[config.mk]
export PLATFORM = sky130hd
export DESIGN_NAME = flash_cmd_fsm
export DESIGN_NICKNAME = d
export VERILOG_FILES = /design/src/rtl/fcsm_pkg.sv /design/src/rtl/fcsm_bank.sv /design/src/rtl/flash_cmd_fsm.sv
export SDC_FILE = /design/constraint.sdc
export NUM_CORES = 1
export LEC_CHECK = 0
export ABC_AREA = 1
export CORE_MARGIN = 1.5
export CORE_UTILIZATION = 56
export CTS_CLUSTER_DIAMETER = 120
export DETAILED_ROUTE_END_ITERATION = 10
export MAX_ROUTING_LAYER = met4
export PLACE_DENSITY = 0.82
export SLEW_MARGIN = 20
export SYNTH_ARGS = -nofsm -noshare
export SYNTH_HDL_FRONTEND = slang
export SYNTH_HIERARCHICAL = 1
export SYNTH_SLANG_ARGS = --single-unit
[constraint.sdc]
create_clock -name clk -period 3.6 [get_ports clk]
set_input_delay 0.72 -clock clk [delete_from_list [all_inputs] [get_ports clk]]
set_output_delay 0.72 -clock clk [all_outputs]
set_load 0.02 [all_outputs]
[src/rtl/fcsm_pkg.sv]
package fcsm_pkg;

    typedef enum logic [2:0] {
        BM_READ      = 3'd0,
        BM_IDENT     = 3'd1,
        BM_PROG      = 3'd2,
        BM_ERASE     = 3'd3,
        BM_SUSP      = 3'd4,
        BM_SUSP_PROG = 3'd5
    } bank_mode_e;

    typedef enum logic [2:0] {
        BC_NONE, BC_IDENT, BC_READ, BC_PROG, BC_ERASE, BC_SUSP, BC_RESUME
    } bank_cmd_e;

    typedef enum logic [3:0] {
        SQ_IDLE, SQ_U1, SQ_U2, SQ_PROG, SQ_E0, SQ_E1, SQ_E2, SQ_BPROG, SQ_BEXIT
    } seq_e;

    typedef enum logic [1:0] {
        SRC_ARRAY  = 2'd0,
        SRC_IDENT  = 2'd1,
        SRC_STATUS = 2'd2
    } rd_src_e;

    localparam logic [7:0] K_KEY_A    = 8'hAA;
    localparam logic [7:0] K_KEY_B    = 8'h55;
    localparam logic [7:0] K_PROGRAM  = 8'hA0;
    localparam logic [7:0] K_ERASE    = 8'h80;
    localparam logic [7:0] K_SECTOR   = 8'h30;
    localparam logic [7:0] K_WHOLE    = 8'h10;
    localparam logic [7:0] K_IDENT    = 8'h90;
    localparam logic [7:0] K_BYPASS   = 8'h20;
    localparam logic [7:0] K_SUSPEND  = 8'hB0;
    localparam logic [7:0] K_RESUME   = 8'h30;
    localparam logic [7:0] K_RESET    = 8'hF0;
    localparam logic [7:0] K_EXIT     = 8'h00;

    function automatic logic mode_busy(bank_mode_e m);
        return (m == BM_PROG) || (m == BM_ERASE) || (m == BM_SUSP_PROG);
    endfunction

endpackage

[src/rtl/fcsm_bank.sv]
module fcsm_bank
    import fcsm_pkg::*;
#(
    parameter int ADDR_W = 12,
    parameter int CNT_W  = 5
) (
    input  logic              clk,
    input  logic              rst_n,
    input  bank_cmd_e         cmd_i,
    input  logic [CNT_W-1:0]  load_i,
    input  logic [ADDR_W-1:0] sec_i,
    output bank_mode_e        mode_o,
    output logic [ADDR_W-1:0] er_sec_o
);

    typedef struct packed {
        bank_mode_e        mode;
        logic [CNT_W-1:0]  cnt;
        logic [CNT_W-1:0]  saved;
        logic [ADDR_W-1:0] er_sec;
    } bank_st_t;

    bank_st_t st_d, st_q;

    always_comb begin
        st_d = st_q;
        case (st_q.mode)
            BM_READ: begin
                if (cmd_i == BC_IDENT) begin
                    st_d.mode = BM_IDENT;
                end else if (cmd_i == BC_PROG) begin
                    st_d.mode = BM_PROG;
                    st_d.cnt  = load_i;
                end else if (cmd_i == BC_ERASE) begin
                    st_d.mode   = BM_ERASE;
                    st_d.cnt    = load_i;
                    st_d.er_sec = sec_i;
                end
            end
            BM_IDENT: begin
                if (cmd_i == BC_READ) st_d.mode = BM_READ;
            end
            BM_PROG: begin
                if (st_q.cnt <= 1) begin
                    st_d.mode = BM_READ;
                    st_d.cnt  = '0;
                end else begin
                    st_d.cnt = st_q.cnt - 1'b1;
                end
            end
            BM_ERASE: begin
                if (cmd_i == BC_SUSP) begin
                    st_d.mode  = BM_SUSP;
                    st_d.saved = st_q.cnt;
                    st_d.cnt   = '0;
                end else if (st_q.cnt <= 1) begin
                    st_d.mode = BM_READ;
                    st_d.cnt  = '0;
                end else begin
                    st_d.cnt = st_q.cnt - 1'b1;
                end
            end
            BM_SUSP: begin
                if (cmd_i == BC_RESUME) begin
                    st_d.mode = BM_ERASE;
                    st_d.cnt  = st_q.saved;
                end else if (cmd_i == BC_PROG) begin
                    st_d.mode = BM_SUSP_PROG;
                    st_d.cnt  = load_i;
                end
            end
            BM_SUSP_PROG: begin
                if (st_q.cnt <= 1) begin
                    st_d.mode = BM_SUSP;
                    st_d.cnt  = '0;
                end else begin
                    st_d.cnt = st_q.cnt - 1'b1;
                end
            end
            default: st_d.mode = BM_READ;
        endcase
    end

    always_ff @(posedge clk or negedge rst_n) begin
        if (!rst_n) st_q <= '0;
        else        st_q <= st_d;
    end

    assign mode_o   = st_q.mode;
    assign er_sec_o = st_q.er_sec;

    AST_PROG_FINISHES: assert property (@(posedge clk) disable iff (!rst_n)
        (st_q.mode == BM_PROG && st_q.cnt == 1) |=> (st_q.mode == BM_READ));
    AST_BUSY_HAS_COUNT: assert property (@(posedge clk) disable iff (!rst_n)
        mode_busy(st_q.mode) |-> (st_q.cnt != 0));
    AST_SUSP_KEEPS_REMAINDER: assert property (@(posedge clk) disable iff (!rst_n)
        (st_q.mode == BM_SUSP && cmd_i == BC_NONE) |=> (st_q.mode == BM_SUSP && $stable(st_q.saved)));

endmodule

[src/rtl/flash_cmd_fsm.sv]
module flash_cmd_fsm
    import fcsm_pkg::*;
#(
    parameter int ADDR_W      = 12,
    parameter int DATA_W      = 16,
    parameter int SMALL_SEC_W = 6,
    parameter int LARGE_SEC_W = 9,
    parameter int PROG_CYC    = 8,
    parameter int ACC_CYC     = 3,
    parameter int ERASE_CYC   = 20,
    parameter int KEY_ADDR_A  = 32'h555,
    parameter int KEY_ADDR_B  = 32'h2AA
) (
    input  logic              clk,
    input  logic              rst_n,
    input  logic              wr_en,
    input  logic [ADDR_W-1:0] wr_addr,
    input  logic [DATA_W-1:0] wr_data,
    input  logic              wr_prot,
    input  logic              acc,
    input  logic [ADDR_W-1:0] rd_addr,
    output logic [1:0]        rd_src,
    output logic [1:0]        bank_busy,
    output logic              bypass_on,
    output logic              prog_req,
    output logic [ADDR_W-1:0] prog_addr,
    output logic [DATA_W-1:0] prog_data,
    output logic              erase_req,
    output logic              erase_chip,
    output logic [ADDR_W-1:0] erase_addr
);

    localparam int NBANK   = 2;
    localparam int OFF_W   = ADDR_W - 1;
    localparam int MAX_CYC = (ERASE_CYC > PROG_CYC) ? ERASE_CYC : PROG_CYC;
    localparam int CNT_W   = $clog2(MAX_CYC + 1);
    localparam logic [OFF_W-1:0] OFF_A = OFF_W'(KEY_ADDR_A);
    localparam logic [OFF_W-1:0] OFF_B = OFF_W'(KEY_ADDR_B);

    typedef struct packed {
        seq_e              seq;
        logic              bypass;
        logic              chip;
        logic              prog_req;
        logic [ADDR_W-1:0] prog_addr;
        logic [DATA_W-1:0] prog_data;
        logic              erase_req;
        logic [ADDR_W-1:0] erase_addr;
    } top_st_t;

    function automatic logic [ADDR_W-1:0] sec_base(logic [ADDR_W-1:0] a);
        logic [ADDR_W-1:0] mask;
        mask = a[ADDR_W-1] ? ({ADDR_W{1'b1}} << LARGE_SEC_W)
                           : ({ADDR_W{1'b1}} << SMALL_SEC_W);
        return a & mask;
    endfunction

    top_st_t           st_d, st_q;
    bank_cmd_e         cmd   [NBANK];
    bank_mode_e        bmode [NBANK];
    logic [ADDR_W-1:0] er_sec [NBANK];
    logic [CNT_W-1:0]  load;

    // per-bank mode registers and timers
    for (genvar g = 0; g < NBANK; g++) begin : g_bank
        fcsm_bank #(.ADDR_W(ADDR_W), .CNT_W(CNT_W)) u_bank (
            .clk      (clk),
            .rst_n    (rst_n),
            .cmd_i    (cmd[g]),
            .load_i   (load),
            .sec_i    (sec_base(wr_addr)),
            .mode_o   (bmode[g]),
            .er_sec_o (er_sec[g])
        );
        assign bank_busy[g] = mode_busy(bmode[g]);
    end

    // command sequence decoder
    always_comb begin
        logic       wb, byp, any_busy, allow_w;
        logic [7:0] code;
        logic [OFF_W-1:0] off;
        logic do_prog, do_serase, do_cerase, do_ident, do_reset, do_susp, do_resume;

        st_d           = st_q;
        st_d.prog_req  = 1'b0;
        st_d.erase_req = 1'b0;
        for (int b = 0; b < NBANK; b++) cmd[b] = BC_NONE;
        load      = CNT_W'(ERASE_CYC);
        wb        = wr_addr[ADDR_W-1];
        off       = wr_addr[OFF_W-1:0];
        code      = wr_data[7:0];
        byp       = st_q.bypass | acc;
        any_busy  = |bank_busy;
        allow_w   = !wr_prot || acc;
        do_prog   = 1'b0; do_serase = 1'b0; do_cerase = 1'b0; do_ident = 1'b0;
        do_reset  = 1'b0; do_susp   = 1'b0; do_resume = 1'b0;

        if (st_q.chip && !any_busy) st_d.chip = 1'b0;

        if (wr_en) begin
            st_d.seq = SQ_IDLE;
            case (st_q.seq)
                SQ_IDLE: begin
                    if (code == K_RESET)                        do_reset  = 1'b1;
                    else if (code == K_SUSPEND)                 do_susp   = 1'b1;
                    else if (code == K_RESUME)                  do_resume = 1'b1;
                    else if (byp && code == K_PROGRAM)          st_d.seq  = SQ_BPROG;
                    else if (st_q.bypass && !acc && code == K_IDENT) st_d.seq = SQ_BEXIT;
                    else if (!byp && off == OFF_A && code == K_KEY_A) st_d.seq = SQ_U1;
                end
                SQ_U1: if (off == OFF_B && code == K_KEY_B) st_d.seq = SQ_U2;
                SQ_U2: begin
                    if (off == OFF_A) begin
                        case (code)
                            K_PROGRAM: st_d.seq    = SQ_PROG;
                            K_ERASE:   st_d.seq    = SQ_E0;
                            K_IDENT:   do_ident    = 1'b1;
                            K_BYPASS:  st_d.bypass = 1'b1;
                            default:   ;
                        endcase
                    end
                end
                SQ_PROG, SQ_BPROG: do_prog = 1'b1;
                SQ_E0: if (off == OFF_A && code == K_KEY_A) st_d.seq = SQ_E1;
                SQ_E1: if (off == OFF_B && code == K_KEY_B) st_d.seq = SQ_E2;
                SQ_E2: begin
                    if (code == K_SECTOR)                      do_serase = 1'b1;
                    else if (off == OFF_A && code == K_WHOLE)  do_cerase = 1'b1;
                end
                SQ_BEXIT: if (code == K_EXIT) st_d.bypass = 1'b0;
                default: ;
            endcase
        end

        if (do_reset && !any_busy) begin
            st_d.bypass = 1'b0;
            for (int b = 0; b < NBANK; b++)
                if (bmode[b] == BM_IDENT) cmd[b] = BC_READ;
        end
        if (do_susp && !st_q.chip && bmode[wb] == BM_ERASE) cmd[wb] = BC_SUSP;
        if (do_resume && bmode[wb] == BM_SUSP)              cmd[wb] = BC_RESUME;
        if (do_ident && bmode[wb] == BM_READ)               cmd[wb] = BC_IDENT;
        if (do_prog && allow_w &&
            (bmode[wb] == BM_READ ||
             (bmode[wb] == BM_SUSP && sec_base(wr_addr) != er_sec[wb]))) begin
            cmd[wb]        = BC_PROG;
            load           = acc ? CNT_W'(ACC_CYC) : CNT_W'(PROG_CYC);
            st_d.prog_req  = 1'b1;
            st_d.prog_addr = wr_addr;
            st_d.prog_data = wr_data;
        end
        if (do_serase && allow_w && bmode[wb] == BM_READ) begin
            cmd[wb]         = BC_ERASE;
            st_d.erase_req  = 1'b1;
            st_d.erase_addr = sec_base(wr_addr);
        end
        if (do_cerase && bmode[0] == BM_READ && bmode[1] == BM_READ) begin
            for (int b = 0; b < NBANK; b++) cmd[b] = BC_ERASE;
            st_d.chip       = 1'b1;
            st_d.erase_req  = 1'b1;
            st_d.erase_addr = '0;
        end
    end

    always_ff @(posedge clk or negedge rst_n) begin
        if (!rst_n) st_q <= '0;
        else        st_q <= st_d;
    end

    // read source for the current read address
    always_comb begin
        logic rb;
        rb = rd_addr[ADDR_W-1];
        case (bmode[rb])
            BM_READ:  rd_src = SRC_ARRAY;
            BM_IDENT: rd_src = SRC_IDENT;
            BM_SUSP:  rd_src = (sec_base(rd_addr) == er_sec[rb]) ? SRC_STATUS : SRC_ARRAY;
            default:  rd_src = SRC_STATUS;
        endcase
    end

    assign bypass_on  = st_q.bypass | acc;
    assign prog_req   = st_q.prog_req;
    assign prog_addr  = st_q.prog_addr;
    assign prog_data  = st_q.prog_data;
    assign erase_req  = st_q.erase_req;
    assign erase_chip = st_q.chip;
    assign erase_addr = st_q.erase_addr;

    AST_PROG_TARGET_BUSY: assert property (@(posedge clk) disable iff (!rst_n)
        prog_req |-> bank_busy[prog_addr[ADDR_W-1]]);
    AST_PROG_SPACED: assert property (@(posedge clk) disable iff (!rst_n)
        prog_req |=> !prog_req);
    AST_SECTOR_TARGET_BUSY: assert property (@(posedge clk) disable iff (!rst_n)
        (erase_req && !erase_chip) |-> bank_busy[erase_addr[ADDR_W-1]]);
    AST_WHOLE_BOTH_BUSY: assert property (@(posedge clk) disable iff (!rst_n)
        (erase_req && erase_chip) |-> (&bank_busy));
    AST_IDENT_NOT_BUSY: assert property (@(posedge clk) disable iff (!rst_n)
        (rd_src == SRC_IDENT) |-> !bank_busy[rd_addr[ADDR_W-1]]);

endmodule

==> out/metrics.yaml <==
power_and_ir_drop:
  p_comb_share_pct: 39.4
  power_per_cell_area_mw_per_mm2: 445.1
  p_seq_share_pct: 40.1
  peakVddDrop_uv: 276.6
  clockPowerShare_pct: 20.6
  intPower_mw: 1.837
  p_sw_mw: 1.269
  total_leakage_power_nw: 3.623
  power_switching_share_pct: 40.86
synthesis:
  ys_top_cells_by_area: "dfrtp_1 37%, nand2_1 16%, buf_4 8.8%"
  ys_warn_count: 6
  synth_top_area_cell: "dfrtp_1"
  postSynthCellCount: 893
  avgSynthCellArea_um2: 7.035
  synth_cell_type_count: 37
  synth_commonest_cells: "262 x nand2_1, 103 x inv_1, 101 x nand3_1"
  synth_top_area_share_pct: 36.65
  synthFlopType: "dfrtp_1"
  ys_ff_latch: 92
  ys_seq_area_share_pct: 36.65
  synth.most_common_cell: "nand2_1"
  synth_edf_count: 0
  synth_area_mm2: 0.006282
  async_flop_share_pct: 100.0
timing:
  min_period_over_period_pct: 96.15
  slew_viol_final: 0
  finalHoldViolations: 0
  whs_ns: 0.3493
  worst_slew_pin_slew_ns: 0.6154
  setup_viol: 0
  fmaxAchievable_mhz: 288.9
  skew_ns: 0.01805
  period_minus_slack_ns: 3.462
  rsz0062_at_grt: "no"
  tns_ns: 0
  max_slew_margin_pct: 58.97
global_routing:
  met3_usage_pct: 3.825
  grt_util_met2_pct: 41.74
  grt_pass1_wl_um: 24390
  track_usage_pct: 26.75
  antenna_found_initial: 0
  grt_max_degree: 50
  grt_remaining_overflow: 0
  grt_pass1_vias: 5300
  grt_busiest_layer: "met2"
  grt_use_met1_pct: 35.66
place:
  io_buffers: 80
  hpwl_um: 10750
  gp_congestion: 0.9140
  numPlacedInstances: 1062
clocking:
  clk_latency_ns: 0.37
  ctsRootBufferMaster: "clkbuf_8"
  holdBufCountCts: 0
  post_cts.repair.setup_buffers: 0
  path_clk_slew_ns: 0.10
  cts_made_buffers: 9
  cts_tree: "done"
  htree_num_levels: 3
  cts.repair.resized: 0
  cts_sinks: 92
  clk_path_buf_depth: 2
drt:
  wl_um: 14420
  firstDrtPassIters: 7
  drc_errors: 0
  wire_per_inst_um: 13.40
  first_iter_violations: 447
  ant_nets: 0
  via_per_inst: 5.178
  dr_total_vias: 5571
flow_run:
  drv_cap: 0
critical_path:
  r2r_end: "g_bank[0].u_bank/er_sec_o[11]"
  crit_fanout: 5
  rr_startpoint: "st_q[47]"
  critPathLaunchType: "input port"
  cp.required_ns: 2.88
  crit_arrival_ns: 2.74
  endpoint: "rd_src[1]"
  path_class: "in -> out"
  r2r_setup_slack_ns: 0.80
  worstRegToRegCells: 11
  end_kind: "primary output"
  critPathLaunch: "rd_addr[11]"
layout:
  instances_no_fill: 1076
  diodes: 0
  drive_gt1_share_pct: 8.226
  syn_to_final_growth_pct: 11.09
  fin_nets: 982
floorplan:
  fp.dieH_um: 108.9
  die_area_mm2: 0.01186
  row_count: 38
  die_x_um: 108.9
  ios: 93
  initial_core_util_pct: 57.70
  coreArea_mm2: 0.01089
run_status:
  status: "completed"
worst_hold_path:
  hp-class: "in -> async"
-- sequential cells by signal, indices dropped and copies added (netlist names) --
name	flops
erase_addr	6
erase_chip	1
erase_req	1
g_bank.u_bank/er_sec_o	24
g_bank.u_bank/mode_o	6
g_bank.u_bank/st_q	20
prog_addr	12
prog_data	16
prog_req	1
st_q	5
-- layer usage --
layer  vias to the layer above  share of wire (%)
li1                       2818                  -
met5                         -                  0
met3                        21                5.5
met1                      2568                 47
met4                         0                2.0
met2                       164                 46
-- power by group through the flow --
| stage | clock, mW | sequential, mW | combinational, mW |
|---|---|---|---|
| final | 0.639 | 1.24 | 1.22 |
| after global routing | 0.688 | 1.26 | 1.42 |
| after CTS | 0.649 | 1.24 | 1.22 |
| after detailed placement | 0 | 1.26 | 1.21 |
| after global placement | 0 | 1.26 | 1.18 |
| after floorplan | 0 | 1.22 | 0.922 |
-- cells in the final DEF (no fill, tap or decap), types with 10 or more instances in the layout --
| cell | count |
|---|---|
| nand2_1 | 262 |
| clkdlybuf4s50_1 | 79 |
| nand3_2 | 14 |
| nand4_1 | 17 |
| conb_1 | 18 |
| buf_4 | 23 |
| inv_1 | 103 |
| nand3_1 | 101 |
| dfrtp_1 | 92 |
| o21ai_0 | 49 |
| mux2_4 | 11 |
| clkbuf_8 | 10 |
| nor2_1 | 95 |
-- cell families (layout without fill, tap and decap cells) --
family | after synthesis | count (layout) | share of synthesized area (%)
buffers and inverters | 199 | 225 | 17.23
muxes | 13 | 13 | 2.987
AOI/OAI and AO/OA | 67 | 67 | 5.676
and+or+nand+nor | 510 | 510 | 35.63
adders and majority gates | 4 | 4 | 0.7967
DFF | 92 | 92 | 36.65
other | 1 | 18 | 0.05969
xor gates and xnor gates | 7 | 7 | 0.9759
-- through the flow --
step	utilization, %	instance area [um2]	worst slack, ns	power (mW)
CTS	64.08	6977	0.1862	3.109
floorplan	-	6346	0.7318	2.138
global route	64.10	6979	0.001244	3.362
finish	64.10	6979	0.1384	3.106
detailed placement	62.56	6812	0.006121	2.475
global placement	62.56	6812	0.06323	2.443
-- worst max-delay path, stage by stage --
cell	delay (ns)
clkdlybuf4s50_1	0.47
buf_4	0.18
o21ai_0	0.22
xor2_1	0.09
nor2_1	0.13
nand3_1	0.11
a21oi_1	0.18
clkdlybuf4s50_1	0.63
-- how the worst min path moves through the flow --
stage	startpoint	depth (start not counted)	to
5_1_grt	rst_n	1	prog_data[9]
3_3_place_gp	prog_addr[10]	2	prog_addr[10]
6_report	rst_n	1	prog_data[9]
3_5_place_dp	prog_addr[7]	2	prog_addr[7]
4_1_cts	rst_n	1	prog_data[9]
2_1_floorplan	rst_n	0	erase_addr[10]
-- layout make-up --
class                           count  area (um2)
Fill cell                        1006        3909
Sequential cell                    92        2302
Clock buffer                       11       141.4
Tap cell                          140       175.2
Multi-Input combinational cell    619        2964
Timing Repair Buffer              102       963.4
Clock inverter                      3       23.77
Inverter                          109       409.1
Note: power is estimated with default switching activity, not from simulation.
